<file path="src/rtl/crcsig_pkg.sv">
package crcsig_pkg;
  localparam int unsigned SIG_W    = 64;
  localparam logic [SIG_W-1:0] GEN_POLY = 64'h0000_0000_0000_001b;
  localparam int unsigned FIELD_STRIDE = 8;

  typedef enum logic [1:0] {
    MODE_CAPTURE = 2'd0,
    MODE_AUTO    = 2'd1,
    MODE_SEMI    = 2'd2,
    MODE_FULL    = 2'd3
  } chan_mode_e;
endpackage

</file>
<file path="src/rtl/crcsig_fold.sv">
// Parallel form of W serial shift steps: the data word is consumed from its MSB down.
module crcsig_fold #(
  parameter int unsigned W = 64,
  parameter logic [W-1:0] POLY = 64'h1b
) (
  input  logic [W-1:0] sig_in,
  input  logic [W-1:0] word_in,
  output logic [W-1:0] sig_out
);
  always_comb begin
    logic [W-1:0] acc;
    logic         fb;
    acc = sig_in;
    for (int i = W - 1; i >= 0; i--) begin
      fb  = acc[W-1] ^ word_in[i];
      acc = {acc[W-2:0], 1'b0};
      if (fb) acc = acc ^ POLY;
    end
    sig_out = acc;
  end
endmodule

</file>
<file path="src/rtl/crcsig_channel.sv">
module crcsig_channel
  import crcsig_pkg::*;
#(
  parameter int unsigned W = SIG_W
) (
  input  logic         clk,
  input  logic         rst_n,
  input  logic [1:0]   mode,
  input  logic         clr,
  input  logic         pdn,
  input  logic         wr,
  input  logic [W-1:0] wdata,
  output logic [W-1:0] sig
);
  logic [W-1:0] folded;

  crcsig_fold #(.W(W), .POLY(GEN_POLY[W-1:0])) u_fold (
    .sig_in  (sig),
    .word_in (wdata),
    .sig_out (folded)
  );

  always_ff @(posedge clk or negedge rst_n) begin
    if (!rst_n) begin
      sig <= '0;
    end else if (clr) begin
      sig <= '0;
    end else if (wr && !pdn) begin
      case (mode)
        MODE_CAPTURE: sig <= wdata;
        MODE_FULL:    sig <= folded;
        default:      sig <= sig;
      endcase
    end
  end


  a_r5_clear_zero: assert property (@(posedge clk) disable iff (!rst_n)
    clr |=> (sig == '0));

  a_r6_pdn_hold: assert property (@(posedge clk) disable iff (!rst_n)
    (pdn && !clr) |=> $stable(sig));

  a_r4_idle_mode_hold: assert property (@(posedge clk) disable iff (!rst_n)
    ((mode == MODE_AUTO || mode == MODE_SEMI) && !clr) |=> $stable(sig));

  a_r3_capture_load: assert property (@(posedge clk) disable iff (!rst_n)
    (wr && !pdn && !clr && mode == MODE_CAPTURE) |=> (sig == $past(wdata)));
  // without a write or clear the signature does not move
  a_r10_no_write_hold: assert property (@(posedge clk) disable iff (!rst_n)
    (!wr && !clr) |=> $stable(sig));
endmodule

</file>
<file path="src/rtl/crcsig_engine.sv">
module crcsig_engine
  import crcsig_pkg::*;
#(
  parameter int unsigned NCH        = 4,
  parameter int unsigned ADDR_W     = 9,
  parameter int unsigned CLR_OFF    = 'h00,
  parameter int unsigned PWR_OFF    = 'h08,
  parameter int unsigned MODE_OFF   = 'h10,
  parameter int unsigned SIG_BASE   = 'h60,
  parameter int unsigned SIG_STRIDE = 'h40
) (
  input  logic              clk,
  input  logic              rst_n,
  input  logic [ADDR_W-1:0] bus_addr,
  input  logic [63:0]       bus_wdata,
  input  logic              bus_wr,
  input  logic              bus_rd,
  output logic [63:0]       bus_rdata
);
  localparam int unsigned DW = SIG_W;

  logic [NCH-1:0]   clr_q;
  logic             pdn_q;
  logic [1:0]       mode_q [NCH];
  logic [NCH-1:0]   ch_hit;
  logic [DW-1:0]    ch_sig [NCH];

  logic hit_clr, hit_pwr, hit_mode;
  assign hit_clr  = (bus_addr == CLR_OFF[ADDR_W-1:0]);
  assign hit_pwr  = (bus_addr == PWR_OFF[ADDR_W-1:0]);
  assign hit_mode = (bus_addr == MODE_OFF[ADDR_W-1:0]);

  // Control registers
  always_ff @(posedge clk or negedge rst_n) begin
    if (!rst_n) begin
      clr_q <= '0;
      pdn_q <= 1'b0;
      for (int n = 0; n < NCH; n++) mode_q[n] <= 2'd0;
    end else if (bus_wr) begin
      if (hit_pwr) pdn_q <= bus_wdata[0];
      for (int n = 0; n < NCH; n++) begin
        if (hit_clr)  clr_q[n]  <= bus_wdata[n*FIELD_STRIDE];
        if (hit_mode) mode_q[n] <= bus_wdata[n*FIELD_STRIDE +: 2];
      end
    end
  end

  // Channels
  for (genvar g = 0; g < NCH; g++) begin : g_ch
    localparam int unsigned OFF = SIG_BASE + g * SIG_STRIDE;
    assign ch_hit[g] = (bus_addr == OFF[ADDR_W-1:0]);

    crcsig_channel #(.W(DW)) u_ch (
      .clk   (clk),
      .rst_n (rst_n),
      .mode  (mode_q[g]),
      .clr   (clr_q[g]),
      .pdn   (pdn_q),
      .wr    (bus_wr && ch_hit[g]),
      .wdata (bus_wdata),
      .sig   (ch_sig[g])
    );
  end

  // Read path
  logic [63:0] rd_mux;
  always_comb begin
    rd_mux = '0;
    if (hit_clr) begin
      for (int n = 0; n < NCH; n++) rd_mux[n*FIELD_STRIDE] = clr_q[n];
    end else if (hit_pwr) begin
      rd_mux[0] = pdn_q;
    end else if (hit_mode) begin
      for (int n = 0; n < NCH; n++) rd_mux[n*FIELD_STRIDE +: 2] = mode_q[n];
    end else begin
      for (int n = 0; n < NCH; n++)
        if (ch_hit[n]) rd_mux = ch_sig[n];
    end
  end

  always_ff @(posedge clk or negedge rst_n) begin
    if (!rst_n) bus_rdata <= '0;
    else        bus_rdata <= bus_rd ? rd_mux : '0;
  end


  a_r9_idle_read_zero: assert property (@(posedge clk) disable iff (!rst_n)
    !bus_rd |=> (bus_rdata == '0));

  a_r8_unmapped_zero: assert property (@(posedge clk) disable iff (!rst_n)
    (bus_rd && !hit_clr && !hit_pwr && !hit_mode && (ch_hit == '0)) |=> (bus_rdata == '0));
  // address decode selects at most one signature
  a_r7_one_hit: assert property (@(posedge clk) disable iff (!rst_n)
    $onehot0(ch_hit));
endmodule

</file>
<file path="config.mk">
export PLATFORM = sky130hd
export DESIGN_NAME = crcsig_engine
export DESIGN_NICKNAME = d
export VERILOG_FILES = /design/src/rtl/crcsig_pkg.sv /design/src/rtl/crcsig_fold.sv /design/src/rtl/crcsig_channel.sv /design/src/rtl/crcsig_engine.sv
export SDC_FILE = /design/constraint.sdc
export NUM_CORES = 1
export LEC_CHECK = 0
export BUFFER_PORTS_ARGS = -buffer_cell sky130_fd_sc_hd__buf_4
export CELL_PAD_IN_SITES_DETAIL_PLACEMENT = 0
export CELL_PAD_IN_SITES_GLOBAL_PLACEMENT = 1
export CORE_ASPECT_RATIO = 1.5
export CORE_MARGIN = 1.5
export CORE_UTILIZATION = 45
export DETAILED_ROUTE_END_ITERATION = 16
export GPL_TIMING_DRIVEN = 0
export HOLD_SLACK_MARGIN = 0.1
export PLACE_DENSITY = 0.8
export SETUP_SLACK_MARGIN = 0.15
export SYNTH_ARGS = -nofsm -noshare
export SYNTH_HDL_FRONTEND = slang
export SYNTH_HIERARCHICAL = 1
export SYNTH_SLANG_ARGS = --single-unit
</file>
<file path="constraint.sdc">
create_clock -name clk -period 5.7 [get_ports clk]
set_input_delay 0.855 -clock clk [delete_from_list [all_inputs] [get_ports clk]]
set_output_delay 0.855 -clock clk [all_outputs]
set_load 0.1 [all_outputs]
</file>
# Yosys cells after proc, flatten, opt, wreduce, memory -nomap -nowiden
# Index checks and enable logic that the tools add are counted.
# W data, S select, Z words.
[totals]
ff_bits = 333
latchBits = 0
mem_count = 0
rom_bits = 0
ram_bits = 0
[classes]
addsub = 0
n_eq_ne = 10
n_reduce_logical = 29
n_bitwise = 512
n_div = 0
order_cmp = 0
shift = 0
mul = 0
mux = 291
[op_table]
columns = ["cell", "n"]
rows = [
  ["$mux W5", 256],
  ["$not A4 Y4", 256],
  ["$mux W64", 13],
  ["$pmux W64 S2", 4],
  ["$xor A1 B1 Y1", 256],
  ["$mux W63", 1],
  ["$mux W39", 1],
  ["$mux W38", 1],
  ["$mux W7", 3],
  ["$eq A9 B8 Y1 const B", 2],
  ["$mux W6", 3],
  ["$reduce_and A2 Y1", 7],
  ["$reduce_bool A3 Y1", 4],
  ["$eq A9 B4 Y1 const B", 1],
  ["$eq A9 B5 Y1 const B", 1],
  ["$eq A9 B7 Y1 const B", 1],
  ["$eq A9 B9 Y1 const B", 1],
  ["$logic_not A9 Y1", 1],
  ["$eq A2 B2 Y1 const B", 4],
  ["$logic_and A1 B1 Y1", 8],
  ["$logic_not A2 Y1", 4],
  ["$mux W2", 4],
  ["$reduce_bool A2 Y1", 4],
  ["$mux W1", 5],
  ["$logic_not A1 Y1", 1],
]

# Depth between registers and ports, before layout
[logic_depth]
depth_word = 131
depth_mapped = 11

# Cells and area by module
# Netlist, hierarchy kept.
[by_module_without_submodules]
columns = ["module", "cells_per_inst", "area_per_inst_um2", "instances"]
rows = [
  ["crcsig_channel", 294, 3565.9, 4],
  ["crcsig_fold", 210, 1990.7, 4],
  ["crcsig_engine", 464, 4589.4, 1],
]

# Worst setup path before layout
# Ideal clock, no wire load.
[synth_path]
path_type = "input-to-reg"
from = "in bus_addr[4]"
to = "reg g_ch[0].u_ch.sig[0]"
stages = 11
t_arrival_ns = 2.832
t_required_ns = 5.550
path_slack_ns = 2.718
n_path_buf = 5
path_cell_list = "clkbuf_1 > nor3b_1 > and3_1 > buf_2 > clkbuf_1 > and2_1 > nor2b_1 > and2_1 > buf_2 > buf_4 > a211oi_2"
[synth_between]
elab_chain_len = 5
[synth_rtl]
columns = ["element", "line_no", "rtl"]
rows = [
  ["from (decl)", "crcsig_engine.sv:14", "input logic [ADDR_W-1:0] bus_addr,"],
  ["$eq A9 B7 Y1", "crcsig_engine.sv:51", "assign ch_hit[g] = (bus_addr == OFF[ADDR_W-1:0]);"],
  ["$logic_and A1 B1 Y1", "crcsig_engine.sv:59", ".wr (bus_wr && ch_hit[g]),"],
  ["$logic_and A1 B1 Y1", "crcsig_channel.sv:28", "end else if (wr && !pdn) begin"],
  ["$reduce_bool A2 Y1 (no source line)", "--", ""],
  ["$reduce_and A2 Y1 (no source line)", "--", ""],
  ["to (signal assigned)", "crcsig_channel.sv:30", "MODE_CAPTURE: sig <= wdata;"],
  ["to (signal assigned)", "crcsig_channel.sv:31", "MODE_FULL: sig <= folded;"],
  ["to (signal assigned)", "crcsig_channel.sv:32", "default: sig <= sig;"],
  ["to (decl)", "crcsig_channel.sv:13", "output logic [W-1:0] sig"],
]
# Every way passes these cells.
# A chain may end at the register's enable or synchronous reset.

# Worst setup path in the final report
[layout_path]
from = "in bus_addr[4]"
to = "reg g_ch[0].u_ch.sig[48]"
# The elaborated chain is that of the path after synthesis.

==> impl.org <==
** Worst setup path
- The critical path in this run is classified as in -> reg.
- Measured in cells, the most critical reg-to-reg path has a length of 5.
- Delay contributed by the slowest stage of the critical path :: 0.72 ns
- Library cell appearing most often on the critical path :: sky130_fd_sc_hd__buf_2
- STA puts the critical path data required time at approximately 6 ns.
- Worst Path Max Fanout :: 10
- Logic depth of the worst setup path including buffers :: 12
- The signal on the critical path passes through buf_4 > clkbuf_1 > nor3b_1 > and3_1 > buf_2 > clkbuf_1 > and2_1 > nor2b_1 > buf_2 > buf_2 > a21oi_1 > a211oi_2.
- Among all stages on the critical path, the largest delay is contributed by sky130_fd_sc_hd__nor3b_1.
- Critical Path Source Type :: primary input
- Broken down by cell family, the worst path's largest delay share belongs to buffers and inverters.
- The worst setup path is captured at a register.
- Counting both buffers and inverters, the worst setup path holds a total of 6.
- Data on the critical path arrives at its endpoint at around 4.5 ns.

** STA
- The clock period could shrink to 3.971 ns.
- Measured against its own limit, the worst slew margin works out to 0.2914.
- Hold is met by ~0.18 ns.
- Setup repair after global routing left no endpoint under its margin.
- Final hold violation count :: 0
- Of the available clock period, the critical path in the final layout requires 0.6966.
- Number of pins exceeding their max-slew limit in the final report :: 0
- Based on the critical path, the design can be clocked at up to 0.2518 GHz.
- Setup total negative slack on the finished layout was measured at 0 ns.
- Final setup violating endpoints :: 0
- Worst clock skew on the final layout :: ~0.023 ns
- Worst slew pin tran :: 1.062 ns

** Logic synthesis
- Mean post-synth cell area :: 10.81 um2
- In the synthesized netlist, the number of instances is roughly 2500.
- Of the synthesized area, sequential elements account for 0.3108.
- Post-synth top area cell :: sky130_fd_sc_hd__dfrtp_1
- Distinct cell type count after synthesis :: 59
- By area the synthesized netlist is led by sky130_fd_sc_hd__dfrtp_1 (31%), sky130_fd_sc_hd__xnor2_1 (21%), sky130_fd_sc_hd__a211oi_2 (11%).
- Async set-reset flop share out of synthesis :: 1.000
- Of the post-synthesis cell area, the dominant cell type holds 0.3108.
- Yosys mapped a number of flops with a built-in enable equal to 0.
- Post-synthesis instance area :: between 0.02 and 0.03 mm2
- Register bit total from synthesis :: approximately 330
- Net count of the mapped netlist :: 2557
- Yosys warning total :: 6
- The most used flip-flop cell after synthesis is sky130_fd_sc_hd__dfrtp_1.

** Floorplan
- Chip width :: between 200 and 250 um
- The initial utilization of the core area, before any placement, comes to 0.4551.
- Placeable core region :: a little under 0.06 mm2
- Chip height :: a little over 300 um
- In this run the count of I/O pins placed on the die edge is roughly 140.
- The die covers around 0.061 mm2.
- After floorplanning, the core was divided into approximately 110 placement rows.

** Worst hold path
- Classification of the worst-slack hold path :: in -> async

** CTS
- The longest clock path from root to sink contains 3 buffers.
- TritonCTS built the clock tree.
- In this run the number of H-tree levels came out at 2.
- Reg clk slew, reported paths :: approximately 0.060 ns
- For the worst-skew pair, the clock arrives at the later sink with an insertion delay of between 0.5 and 0.6 ns.
- Cell at the root of the clock tree :: sky130_fd_sc_hd__clkbuf_16
- CTS saw approximately 330 sinks.
- The number of setup buffers added after CTS is 0.
- Count of instances resized after the clock tree is built :: 0
- Clock tree synthesis inserted a total of 39 buffers.
- Hold buffer count at CTS :: 0

** Finish
- Summing all multi-input logic gate instances after layout gives around 0.017 mm2.
- Summing all flip-flop and latch instances after layout gives ~0.0083 mm2.
- After the last flow step, the layout net total stands at between 2000 and 3000.
- The layout has about 5400 filler cells.
- Compared with the post-synthesis result, the final layout area differs by 12.52%.
- N_diodes :: 0
- Of the cells placed in the final design, the portion with a size suffix greater than 1 is 0.2270.

** Power and ir drop
- Leakage :: ~13 nW
- Maximum vdd ir drop :: between 150 and 200 uV
- Pwr/cell area :: 242.2 mW/mm2

** Drt
- The detail route stage leaves a number of antenna-violating nets equal to 0.
- After detailed routing, the number of remaining DRC violations is 0.
- Detailed Routing Iterations Pass 1 :: 5
- For this block, the initial DRC count from the detailed router was 1229.
- Dividing the detail-routed wire length by the instance count gives roughly 25 um.
- Wirelength, routed :: 88.38 mm
- Vias per cell :: just under 6
- The detailed router placed slightly above 20000 vias in this run.

** Job
- Max-cap viol count :: 0

** Global route
- Summed over all layers, the global routing overflow is 0.
- For this run, the total global-route usage over all layers was measured as 0.2885.
- Antenna violations before repair :: 0
- Largest net degree at the start of global routing :: ~110
- First-pass GRT wire length :: approximately 130 mm
- The number of global-route vias before repair came to 21496.

** Placement
- The congestion estimate from routability-driven global placement came to just over 0.9.
- Detailed-placement wirelength estimate :: about 66 mm
- During placement, the flow inserted port buffers numbering around 140.

** Status
- The run finished with clean final reports.
## synth_stat cells, types with 14 or more instances
library cell / count
sky130_fd_sc_hd__mux2i_1: 260
sky130_fd_sc_hd__o2bb2ai_1: 54
sky130_fd_sc_hd__a211oi_2: 240
sky130_fd_sc_hd__clkbuf_4: 24
sky130_fd_sc_hd__a211oi_1: 17
sky130_fd_sc_hd__a32o_1: 54
sky130_fd_sc_hd__xnor2_1: 644
sky130_fd_sc_hd__clkbuf_1: 48
sky130_fd_sc_hd__buf_2: 71
sky130_fd_sc_hd__mux2_2: 14
sky130_fd_sc_hd__buf_4: 28
sky130_fd_sc_hd__xor2_1: 156
sky130_fd_sc_hd__dfrtp_1: 333
sky130_fd_sc_hd__xnor3_1: 28
sky130_fd_sc_hd__nand2b_1: 45
sky130_fd_sc_hd__nor2_1: 63
sky130_fd_sc_hd__a21oi_1: 262
## logic make-up after synthesis
logic type | Yosys count | synth area share
xor+xnor | 844 | 0.2982
mux | 274 | 0.1029
buf+inv | 185 | 0.03695
simple gates | 178 | 0.03649
flops | 333 | 0.3108
compound gates | 666 | 0.2146
## worst paths after layout
path	start	end	slack, ns
worst max-delay path	bus_addr[4]	g_ch[0].u_ch/sig[48]$_DFFE_PN0P_	1.73
worst min-delay path	rst_n	g_ch[3].u_ch/sig[4]$_DFFE_PN0P_	0.18
worst max register to register	g_ch[3].u_ch/sig[5]$_DFFE_PN0P_	g_ch[3].u_ch/sig[5]$_DFFE_PN0P_	3.42
worst min register to register	clr_q[0]$_DFFE_PN0P_	clr_q[0]$_DFFE_PN0P_	0.55
max in group asynchronous	rst_n	bus_rdata[34]$_DFF_PN0_	4.50
min in group clk	clr_q[0]$_DFFE_PN0P_	clr_q[0]$_DFFE_PN0P_	0.55
## area by class of cell
cell class                 count  area share
multi-input combinational   1962      0.5797
sequential                   333      0.2762
clock buffer                  66     0.04076
timing repair buffer         142     0.03757
buffer                       180     0.03222
tap                          777     0.03222
clock inverter                 4   0.0007464
inverter                       5   0.0006220
## flip-flops by register name, summed over array words and instances, names as in the netlist
register	cells
g_ch.u_ch/sig	256
bus_rdata	64
mode_q	8
clr_q	4
pdn_q	1
## report_power, final
group	total [mW]	switching (mW)	internal (mW)	leakage, nW
combinational	2.21	1.14	1.07	7.87
clock	2.55	1.09	1.46	0.613
sequential	2.54	0.0930	2.45	4.62
total	7.31	2.32	4.98	13.1
## routing by layer
| metal | part of all wire | routed length [um] | GRT usage | up-vias |
|---|---|---|---|---|
| met5 | 0 | 0 | 0 | - |
| met4 | 0.075 | 6591 | 0.1954 | 0 |
| met3 | 0.038 | 3335 | 0.02596 | 227 |
| met2 | 0.49 | 43570 | 0.4975 | 638 |
| met1 | 0.39 | 34880 | 0.3416 | 10234 |
| li1 | - | - | - | 9254 |
## cell usage in the layout, fill, tap and decap left out, types with 54 or more instances in the layout
cell type and n:
sky130_fd_sc_hd__mux2i_1 260, sky130_fd_sc_hd__nor2_1 63, sky130_fd_sc_hd__buf_2 71, sky130_fd_sc_hd__a211oi_2 240, sky130_fd_sc_hd__a32o_1 54, sky130_fd_sc_hd__buf_4 166
sky130_fd_sc_hd__xnor2_1 644, sky130_fd_sc_hd__xor2_1 156, sky130_fd_sc_hd__o2bb2ai_1 54, sky130_fd_sc_hd__dfrtp_1 333, sky130_fd_sc_hd__clkbuf_1 62, sky130_fd_sc_hd__a21oi_1 262
## through the flow
step | std cells | setup slack (ns) | power (mW) | instance area [um2] | util
finish | 3469 | 1.729 | 7.308 | 30170 | 0.5121
global route | 3469 | 1.673 | 7.590 | 30170 | 0.5121
CTS | 3469 | 1.883 | 7.345 | 30170 | 0.5121
detailed placement | 3399 | 1.279 | 4.773 | 28920 | 0.4909
global placement | 3396 | 0.2274 | 4.727 | 28830 | 0.4894
floorplan | 2480 | 2.718 | 4.261 | 26820 | -
## worst register-to-register path: stages (launching register included)
cell	delay, ns
sky130_fd_sc_hd__dfrtp_1	0.40
sky130_fd_sc_hd__xnor2_1	0.61
sky130_fd_sc_hd__xnor2_1	0.39
sky130_fd_sc_hd__xnor3_4	0.45
sky130_fd_sc_hd__mux2i_1	0.19
sky130_fd_sc_hd__a211oi_2	0.09
Power figures use the tool's default switching activity.
